[src/rtl/adc_host_pkg.sv]
`timescale 1ns/1ps
package adc_host_pkg;
  typedef enum logic {SAR_IDLE = 1'b0, SAR_RUN = 1'b1} sar_state_e;
endpackage

[src/rtl/adc_sync.sv]
`timescale 1ns/1ps
module adc_sync #(
  parameter int W = 3,
  parameter int STAGES = 2,
  parameter logic [W-1:0] RST_VAL = '0
) (
  input  logic         clk,
  input  logic         rst,
  input  logic [W-1:0] async_in,
  output logic [W-1:0] lvl
);
  logic [STAGES-1:0][W-1:0] stg;

  always_ff @(posedge clk) begin
    if (rst) begin
      for (int i = 0; i < STAGES; i++) stg[i] <= RST_VAL;
    end else begin
      stg[0] <= async_in;
      for (int i = 1; i < STAGES; i++) stg[i] <= stg[i-1];
    end
  end

  assign lvl = stg[STAGES-1];
endmodule

[src/rtl/adc_serial_port.sv]
`timescale 1ns/1ps
module adc_serial_port #(
  parameter int RES_BITS  = 12,
  parameter int CMD_BITS  = 8,
  parameter int ADDR_BITS = 4
) (
  input  logic                 clk,
  input  logic                 rst,
  input  logic                 cs_act,
  input  logic                 io_lvl,
  input  logic                 din_s,
  input  logic [RES_BITS-1:0]  prev_result,
  output logic [ADDR_BITS-1:0] mux_addr,
  output logic [CMD_BITS-1:0]  cmd_word,
  output logic                 sample_win,
  output logic                 conv_start,
  output logic                 dout,
  output logic                 dout_en
);
  localparam int FRAME_CLKS = RES_BITS;
  localparam int CW = $clog2(FRAME_CLKS + 1);

  logic              io_prev, cs_prev;
  logic              io_rise, io_fall, frame_start;
  logic [CW-1:0]     rise_cnt, fall_cnt;
  logic [CMD_BITS-2:0] cmd_sr;
  logic [RES_BITS-1:0] out_sr;
  logic              done;

  assign io_rise     = io_lvl & ~io_prev;
  assign io_fall     = ~io_lvl & io_prev;
  assign frame_start = cs_act & ~cs_prev;
  assign dout        = out_sr[RES_BITS-1];

  always_ff @(posedge clk) begin
    if (rst) begin
      io_prev    <= 1'b0;
      cs_prev    <= 1'b0;
      rise_cnt   <= '0;
      fall_cnt   <= '0;
      cmd_sr     <= '0;
      cmd_word   <= '0;
      mux_addr   <= '0;
      out_sr     <= '0;
      done       <= 1'b0;
      sample_win <= 1'b0;
      conv_start <= 1'b0;
      dout_en    <= 1'b0;
    end else begin
      io_prev    <= io_lvl;
      cs_prev    <= cs_act;
      conv_start <= 1'b0;
      dout_en    <= cs_act;
      if (!cs_act) begin
        rise_cnt   <= '0;
        fall_cnt   <= '0;
        done       <= 1'b0;
        sample_win <= 1'b0;
      end else if (frame_start) begin
        out_sr     <= prev_result;
        rise_cnt   <= '0;
        fall_cnt   <= '0;
        done       <= 1'b0;
        sample_win <= 1'b0;
      end else if (!done) begin
        if (io_rise && rise_cnt < CW'(CMD_BITS)) begin
          cmd_sr   <= {cmd_sr[CMD_BITS-3:0], din_s};
          rise_cnt <= rise_cnt + 1'b1;
          if (rise_cnt == CW'(ADDR_BITS - 1))
            mux_addr <= {cmd_sr[ADDR_BITS-2:0], din_s};
          if (rise_cnt == CW'(CMD_BITS - 1))
            cmd_word <= {cmd_sr, din_s};
        end
        if (io_fall) begin
          fall_cnt <= fall_cnt + 1'b1;
          if (fall_cnt == CW'(FRAME_CLKS - 1)) begin
            sample_win <= 1'b0;
            conv_start <= 1'b1;
            done       <= 1'b1;
          end else begin
            out_sr <= {out_sr[RES_BITS-2:0], 1'b0};
            if (fall_cnt == CW'(ADDR_BITS - 1)) sample_win <= 1'b1;
          end
        end
      end
    end
  end

  // never more command bits than the byte holds
  a_r2_cmd_count_bound: assert property (@(posedge clk) disable iff (rst)
    rise_cnt <= CW'(CMD_BITS));

  // window only spans the 4th..last falling edges
  a_r4_win_span: assert property (@(posedge clk) disable iff (rst)
    sample_win |-> (fall_cnt >= CW'(ADDR_BITS) && fall_cnt < CW'(FRAME_CLKS)));

  // output bit moves only on a falling edge or at frame start
  a_r5_dout_on_fall: assert property (@(posedge clk) disable iff (rst)
    (!io_fall && !frame_start) |=> $stable(dout));

  // a conversion request follows the last falling edge
  a_r7_start_last_fall: assert property (@(posedge clk) disable iff (rst)
    conv_start |-> ($past(io_fall) && $past(fall_cnt) == CW'(FRAME_CLKS - 1)));

  // deselect clears the frame state
  a_r9_deselect_clears: assert property (@(posedge clk) disable iff (rst)
    !cs_act |=> (!sample_win && rise_cnt == '0 && fall_cnt == '0));
endmodule

[src/rtl/adc_cmp_model.sv]
`timescale 1ns/1ps
module adc_cmp_model #(
  parameter int RES_BITS = 12
) (
  input  logic [RES_BITS-1:0] ain_code,
  input  logic [RES_BITS-1:0] trial,
  output logic                keep
);
  assign keep = (ain_code >= trial);
endmodule

[src/rtl/adc_sar_engine.sv]
`timescale 1ns/1ps
module adc_sar_engine
  import adc_host_pkg::*;
#(
  parameter int RES_BITS    = 12,
  parameter int CYC_PER_BIT = 4
) (
  input  logic                clk,
  input  logic                rst,
  input  logic                start,
  input  logic                cmp_keep,
  output logic [RES_BITS-1:0] trial,
  output logic [RES_BITS-1:0] result,
  output logic                eoc
);
  localparam int BW = (RES_BITS > 1) ? $clog2(RES_BITS) : 1;
  localparam int KW = (CYC_PER_BIT > 1) ? $clog2(CYC_PER_BIT) : 1;

  sar_state_e          state;
  logic [BW-1:0]       bit_idx;
  logic [KW-1:0]       cyc;
  logic [RES_BITS-1:0] resolved;

  always_comb
    resolved = cmp_keep ? trial : (trial & ~(RES_BITS'(1) << bit_idx));

  always_ff @(posedge clk) begin
    if (rst) begin
      state   <= SAR_IDLE;
      bit_idx <= '0;
      cyc     <= '0;
      trial   <= '0;
      result  <= '0;
      eoc     <= 1'b1;
    end else begin
      case (state)
        SAR_IDLE: begin
          if (start) begin
            state   <= SAR_RUN;
            trial   <= RES_BITS'(1) << (RES_BITS - 1);
            bit_idx <= BW'(RES_BITS - 1);
            cyc     <= '0;
            eoc     <= 1'b0;
          end
        end
        SAR_RUN: begin
          if (cyc == KW'(CYC_PER_BIT - 1)) begin
            cyc <= '0;
            if (bit_idx == '0) begin
              result <= resolved;
              trial  <= resolved;
              state  <= SAR_IDLE;
              eoc    <= 1'b1;
            end else begin
              trial   <= resolved | (RES_BITS'(1) << (bit_idx - 1'b1));
              bit_idx <= bit_idx - 1'b1;
            end
          end else begin
            cyc <= cyc + 1'b1;
          end
        end
        default: state <= SAR_IDLE;
      endcase
    end
  end

  // a start request pulls eoc low on the next cycle
  a_r7_start_drops_eoc: assert property (@(posedge clk) disable iff (rst)
    start |=> !eoc);

  // eoc stays low for the whole run
  a_r7_busy_eoc_low: assert property (@(posedge clk) disable iff (rst)
    (state == SAR_RUN) |-> !eoc);

  // the search opens with exactly one trial bit set
  a_r8_first_trial: assert property (@(posedge clk) disable iff (rst)
    (state == SAR_IDLE && start) |=> $countones(trial) == 1);

  // the stored result only changes at the end of a run
  a_r9_result_holds: assert property (@(posedge clk) disable iff (rst)
    (state == SAR_IDLE) |=> $stable(result));
endmodule

[src/rtl/adc_host_if.sv]
`timescale 1ns/1ps
module adc_host_if #(
  parameter int RES_BITS    = 12,
  parameter int CMD_BITS    = 8,
  parameter int ADDR_BITS   = 4,
  parameter int CYC_PER_BIT = 4,
  parameter int SYNC_STAGES = 2
) (
  input  logic                 clk,
  input  logic                 rst,
  input  logic                 cs_n,
  input  logic                 io_clk,
  input  logic                 din,
  input  logic [RES_BITS-1:0]  ain_code,
  output logic                 dout,
  output logic                 dout_en,
  output logic                 sample_win,
  output logic                 eoc,
  output logic [ADDR_BITS-1:0] mux_addr,
  output logic [CMD_BITS-1:0]  cmd_word
);
  localparam logic [2:0] SYNC_RST = 3'b001;

  logic [2:0]          sync_lvl;
  logic                conv_start;
  logic                cmp_keep;
  logic [RES_BITS-1:0] trial;
  logic [RES_BITS-1:0] result;

  adc_sync #(
    .W(3), .STAGES(SYNC_STAGES), .RST_VAL(SYNC_RST)
  ) u_sync (
    .clk(clk), .rst(rst),
    .async_in({din, io_clk, cs_n}),
    .lvl(sync_lvl)
  );

  adc_serial_port #(
    .RES_BITS(RES_BITS), .CMD_BITS(CMD_BITS), .ADDR_BITS(ADDR_BITS)
  ) u_port (
    .clk(clk), .rst(rst),
    .cs_act(~sync_lvl[0]),
    .io_lvl(sync_lvl[1]),
    .din_s(sync_lvl[2]),
    .prev_result(result),
    .mux_addr(mux_addr),
    .cmd_word(cmd_word),
    .sample_win(sample_win),
    .conv_start(conv_start),
    .dout(dout),
    .dout_en(dout_en)
  );

  adc_cmp_model #(.RES_BITS(RES_BITS)) u_cmp (
    .ain_code(ain_code), .trial(trial), .keep(cmp_keep)
  );

  adc_sar_engine #(
    .RES_BITS(RES_BITS), .CYC_PER_BIT(CYC_PER_BIT)
  ) u_sar (
    .clk(clk), .rst(rst),
    .start(conv_start),
    .cmp_keep(cmp_keep),
    .trial(trial),
    .result(result),
    .eoc(eoc)
  );
endmodule

[config.mk]
export PLATFORM = sky130hd
export DESIGN_NAME = adc_host_if
export DESIGN_NICKNAME = d
export VERILOG_FILES = /design/src/rtl/adc_host_pkg.sv /design/src/rtl/adc_sync.sv /design/src/rtl/adc_serial_port.sv /design/src/rtl/adc_cmp_model.sv /design/src/rtl/adc_sar_engine.sv /design/src/rtl/adc_host_if.sv
export SDC_FILE = /design/constraint.sdc
export NUM_CORES = 1
export LEC_CHECK = 0
export BUFFER_PORTS_ARGS = -buffer_cell sky130_fd_sc_hd__buf_2
export CELL_PAD_IN_SITES_DETAIL_PLACEMENT = 0
export CELL_PAD_IN_SITES_GLOBAL_PLACEMENT = 2
export CORE_MARGIN = 4
export CORE_UTILIZATION = 37
export DETAILED_ROUTE_END_ITERATION = 16
export PLACE_DENSITY_LB_ADDON = 0.1
export SYNTH_ARGS = -nofsm -noshare
export SYNTH_HDL_FRONTEND = slang
export SYNTH_SLANG_ARGS = --single-unit
export TNS_END_PERCENT = 20
[constraint.sdc]
create_clock -name clk -period 2.4 [get_ports clk]
set_clock_uncertainty 0.05 [all_clocks]
set_input_delay 0.48 -clock clk [delete_from_list [all_inputs] [get_ports clk]]
set_output_delay 0.48 -clock clk [all_outputs]
set_load 0.02 [all_outputs]
Yosys cells after proc, flatten, opt, wreduce, memory -nomap -nowiden:

Index checks and enable logic that the tools add are counted.

* $lt $le $gt $ge: 2
* shifts and indexed selects: 2
* bitwise operators: 13
* add/sub/neg operators: 4
* mux-type cells: 29
* reduce and logical (&&, ||, !) cells: 17
* eq/ne operators: 11

Operators with widths (count)
* $mux 12: 8
* $pmux 12 s2: 1
* $shl 1x4->12 const A: 2
* $and 12x12->12: 1
* $ge 12x12->1: 1
* $mux 4: 3
* $not 12->12: 1
* $or 12x12->12: 1
* $reduce_and 3->1: 4
* $mux 1: 11
* $reduce_and 5->1: 2
* $add 4x1->4 const B: 2
* $eq 4x2->1 const B: 2
* $ne 2x2->1 const B: 4
* $pmux 4 s2: 1
* $reduce_and 4->1: 2
* $not 1->1: 7
* $reduce_and 2->1: 3
* $eq 4x3->1 const B: 1
* $eq 4x4->1 const B: 1
* $logic_not 4->1: 1
* $lt 4x4->1 const B: 1
* $mux 2: 2
* $ne 2x1->1 const B: 2
* other kinds (10): 14

* word-level logic and storage cells: 97
* bits in registers: 82
* input bits: 17
* output and inout port bits: 16

Logic depth before layout (Yosys ltp):

* depth in word-level cells: 8
* depth in mapped cells: 8

Hierarchy:

From an unflattened synthesis, not the netlist that was laid out.

* cells, all modules: 442
* area total of the unflattened synthesis: 4078.9 µm²

By module, submodules not included
* adc_serial_port: seq. area each 880.8 µm², cells each 207, area an instance 1844.3 µm², instances 1
* adc_sar_engine: seq. area each 640.6 µm², cells each 180, area an instance 1742.9 µm², instances 1
* adc_cmp_model: seq. area each 0.0 µm², cells each 39, area an instance 307.8 µm², instances 1
* adc_sync: seq. area each 120.1 µm², cells each 15, area an instance 180.2 µm², instances 1
* adc_host_if: seq. area each 0.0 µm², cells each 1, area an instance 3.8 µm², instances 1

Worst setup path before layout:

No wires, ideal clock.

* path type: input -> register
* start point: input ain_code[5]
* end point: register u_sar.trial[7]
* setup time: 0.122 ns
* slack: 0.319 ns
* stages: 6
* required time: 2.228 ns
* data arrival time: 1.909 ns
* cells stage by stage: ha_1 -> a21oi_1 -> o21ai_1 -> a221oi_4 -> nand4_2 -> o311a_1

* longest elaborated chain between the ends: 6

RTL lines
* start: declaration: line adc_host_if.sv:14 `input logic [RES_BITS-1:0] ain_code,`
* $ge 12x12->1 (*): line adc_cmp_model.sv:9 `assign keep = (ain_code >= trial);`
* $mux 12 (*): line adc_sar_engine.sv:25 `resolved = cmp_keep ? trial : (trial & ~(RES_BITS'(1) << bit_idx));`
* $or 12x12->12: line adc_sar_engine.sv:55 `trial <= resolved | (RES_BITS'(1) << (bit_idx - 1'b1));`
* $mux 12 (*): line adc_sar_engine.sv:49 `if (bit_idx == '0) begin`
* $mux 12 (*): line adc_sar_engine.sv:47 `if (cyc == KW'(CYC_PER_BIT - 1)) begin`
* $pmux 12 s2 (*): line adc_sar_engine.sv:36 `case (state)`
* end signal: assignment: line adc_sar_engine.sv:40 `trial <= RES_BITS'(1) << (RES_BITS - 1);`
* end signal: assignment: line adc_sar_engine.sv:51 `trial <= resolved;`
* end signal: assignment: line adc_sar_engine.sv:55
* end: declaration: line adc_sar_engine.sv:12 `output logic [RES_BITS-1:0] trial,`

Every way passes the cells marked *; elsewhere a longest branch is shown, timed or not. The select of a mux whose other input is x is not followed.
A chain may end at the register's enable or synchronous reset.

Worst setup path after layout:

* start point: register u_sar.bit_idx[0]
* end point: register u_sar.trial[5]

* longest elaborated chain between the ends: 8
* elaborated cells between the ends (all ways): 11
* those cells by class: add/sub (1); shift (2); mux (4); bitwise (3); reduce/logical (1)

RTL lines
* start: declaration: line adc_sar_engine.sv:20 `logic [BW-1:0] bit_idx;`
* start signal: assignment: line adc_sar_engine.sv:41 `bit_idx <= BW'(RES_BITS - 1);`
* start signal: assignment: line adc_sar_engine.sv:56 `bit_idx <= bit_idx - 1'b1;`
* parallel branches: the longest is 5 deep, another holds $sub 4x1->4
* $mux 12 (*): line adc_sar_engine.sv:49
* $mux 12 (*): line adc_sar_engine.sv:47
* $pmux 12 s2 (*): line adc_sar_engine.sv:36

Mark *: on every way between the ends. The select of a mux whose other input is x is not followed.

==> impl_metrics.yaml <==
sta:
  setup_viol: 0
  tns_ps: 0
  drv_slew: 0
  min_period_ps: 2152
  timing.fmax_mhz: 464.7
  fin_crit_sh: 0.8966
  rsz0062_at_grt: "no"
  hold_viol_final: 0
  slew_headroom: 0.6060
  worst_pin_slew_ps: 590.3
clock_tree:
  cts_tree: "built"
  numCtsBuffers: 9
  htree_levels: 3
  clock_latency_ps: 340
  cts_setup_buffers: 0
  cts_resized: 0
  cts_root_buf: "clkbuf_8"
  cts.clk_slew.worst_paths_ps: 90
  cts_hold_buf: 0
  numClockSinks: 82
  cts_buffer_depth: 2
route:
  drt_wl_total_um: 8586
  drc_errors: 0
  routed_via_density: 5.136
  wire_per_inst_um: 14.55
  vias: 3030
  drt_pass1_iterations: 4
  antenna_left: 0
  drtIter0Drc: 165
logic_synthesis:
  async_reset_ff_frac: 0
  yosysTopAreaCell: "dfxtp_1"
  syn-instance-count: 418
  synth.area.top_cells: "dfxtp_1 43%, ha_1 6.5%, mux2i_1 5.7%, nor2_1 5.3%, nand2_1 4.3%"
  synth_edf_count: 0
  ys_seq_area_frac: 0.4253
  syn_nets: 455
  synthFlopType: "dfxtp_1"
  synth_most_common_cell: "dfxtp_1"
  yosysWarnings: 0
  syn-cell-area_mm2: 0.003860
  ys_ff_latch: 82
  synth_common_cells: "82 x dfxtp_1, 55 x nor2_1, 44 x nand2_1, 23 x a21oi_1, 22 x mux2i_1"
  syn_avg_cell_area_um2: 9.234
  synth_top_area_frac: 0.4253
  ys_types: 56
global_route:
  grt_pass1_vias: 2839
  antenna_found_initial: 0
  grt_first_pass_wirelength_um: 14300
  grt_overflow_total: 0
  grt_start_max_net_pins: 30
  grtUsageTotal: 0.1503
worst_setup_path:
  required_ps: 2640
  reg2reg_depth: 7
  startpoint_type: "flip-flop"
  arrival_ps: 2400
  cp_max_fo: 8
  reg2reg_from: "u_sar.bit_idx[0]$_SDFFE_PP0P_"
  critPathKind: "flip-flop to flip-flop"
  r2r_end: "u_sar.trial[5]$_SDFFE_PP0P_"
  r2r_setup_slack_ps: 250
  end_kind: "flip-flop"
hold_path:
  hold_path_depth: 2
  hold_path_class: "input port to flip-flop"
  min-delay-start: "cs_n"
  hold_end: "u_sync.stg[0]$_SDFF_PP1_"
flow_run:
  cap_violations: 0
power:
  power_leakage_nw: 1.700
  cellPowerDensity_mw_per_mm2: 610.2
  p_total_mw: 2.689
  irDropWorstVdd_v: 0.0002899
die:
  io_pins: 33
  start_util: 0.3773
  dieWidth_um: 110.1
  coreArea_mm2: 0.01023
  die_area_mm2: 0.01213
  die_h_um: 110.1
  row_count: 37
final_layout:
  num-nets-final: 487
  drive_gt1_frac: 0.1938
  area_growth_pct: 14.17
  diodes: 0
place:
  port-buffer-count: 32
  hpwl_um: 6255
  globalplace.congestion: 0.8372
status:
  status: "completed"
## sequential cells by signal (all words and copies together) (netlist names)
signal	flops
u_sar.result	12
u_port.out_sr	12
u_sar.cyc	2
u_port.sample_win	1
u_port.done	1
u_port.mux_addr	4
u_port.rise_cnt	4
u_port.cmd_word	8
u_sar.state	1
u_sar.bit_idx	4
u_port.dout_en	1
u_sar.trial	12
u_sync.stg	3
u_sync.lvl	3
u_port.fall_cnt	4
u_port.io_prev	1
u_port.cmd_sr	7
u_port.conv_start	1
u_sar.eoc	1
## metrics by stage
| step | area (um^2) | hold slack [ps] | setup slack [ps] | instances | util |
|---|---|---|---|---|---|
| final | 4407 | 269.6 | 248.2 | 590 | 0.4307 |
| after global routing | 4407 | 259.1 | 84.17 | 590 | 0.4307 |
| after CTS | 4403 | 251.5 | 232.4 | 590 | 0.4304 |
| after detailed placement | 4172 | 344.9 | 120.7 | 575 | 0.4077 |
| after global placement | 4172 | 340.3 | 145.6 | 575 | 0.4077 |
| after floorplan | 3860 | 339.5 | 319.2 | 418 | - |
## critical path: stages, from the launching register on
cell and delay [ps]:
dfxtp_1 470, inv_1 130, ha_1 340, or3b_2 470, o22ai_1 120, a32o_1 220
a32o_1 200, a31o_2 100
## power breakdown
group | internal (mW) | switching (mW)
clock network | 0.687 | 0.492
logic | 0.0515 | 0.0736
registers | 1.37 | 0.0108
total | 2.11 | 0.577
## cells by family (layout without fill, tap and decap cells)
kind of cell               count (synthesis)  count (layout)  share of synthesized area
and+or+nand+nor                          152             152                     0.1997
AOI/OAI and AO/OA                         97              97                     0.1981
DFF                                       82              82                     0.4253
buffers and inverters                     40              76                    0.04376
muxes                                     22              22                    0.05705
adders and majority gates                 20              20                    0.06483
xor gates and xnor gates                   5               5                    0.01135
## cell usage in the layout, fill, tap and decap left out, types with 9 or more instances in the layout
cell       n
o21ai_0   15
dfxtp_1   82
nand2_1   44
clkbuf_8   9
nor2_1    55
ha_1      20
a21oi_1   23
mux2i_1   22
buf_2     32
buf_4     11
a311oi_2  10
inv_1     18
nor3_1    11
## area by class of cell
type | instances | area [um^2]
fillers | 1068 | 5824
multi-input cells | 296 | 2053
repair buffers | 43 | 242.7
inverters | 18 | 67.56
well taps | 136 | 170.2
clock inverters | 5 | 103.9
clock buffers | 10 | 127.6
flip-flops and latches | 82 | 1642
## metal layers
layer | vias up | global-route usage | part of all wire | wire length (um)
met1 | 1426 | 0.2063 | 0.50 | 4272
li1 | 1563 | - | - | -
met5 | - | 0 | 0 | 0
met4 | 0 | 0.04222 | 0.010 | 89
met3 | 8 | 0.03494 | 0.027 | 234
met2 | 33 | 0.2366 | 0.46 | 3991
## worst max-delay path by stage
stage / endpoint / slack [ps] / start / depth (start not counted)
detailed placement: u_sar.trial[7]$_SDFFE_PP0P_ / 120 / ain_code[1] / 7
global route: u_sar.trial[2]$_SDFFE_PP0P_ / 80 / u_sar.bit_idx[0]$_SDFFE_PP0P_ / 7
finish: u_sar.trial[5]$_SDFFE_PP0P_ / 250 / u_sar.bit_idx[0]$_SDFFE_PP0P_ / 7
CTS: u_sar.trial[1]$_SDFFE_PP0P_ / 230 / u_sar.bit_idx[0]$_SDFFE_PP0P_ / 7
global placement: u_sar.trial[7]$_SDFFE_PP0P_ / 150 / ain_code[1] / 7
floorplan: u_sar.trial[7]$_SDFFE_PP0P_ / 320 / ain_code[5] / 6
Note: power is estimated with default switching activity, not from simulation.
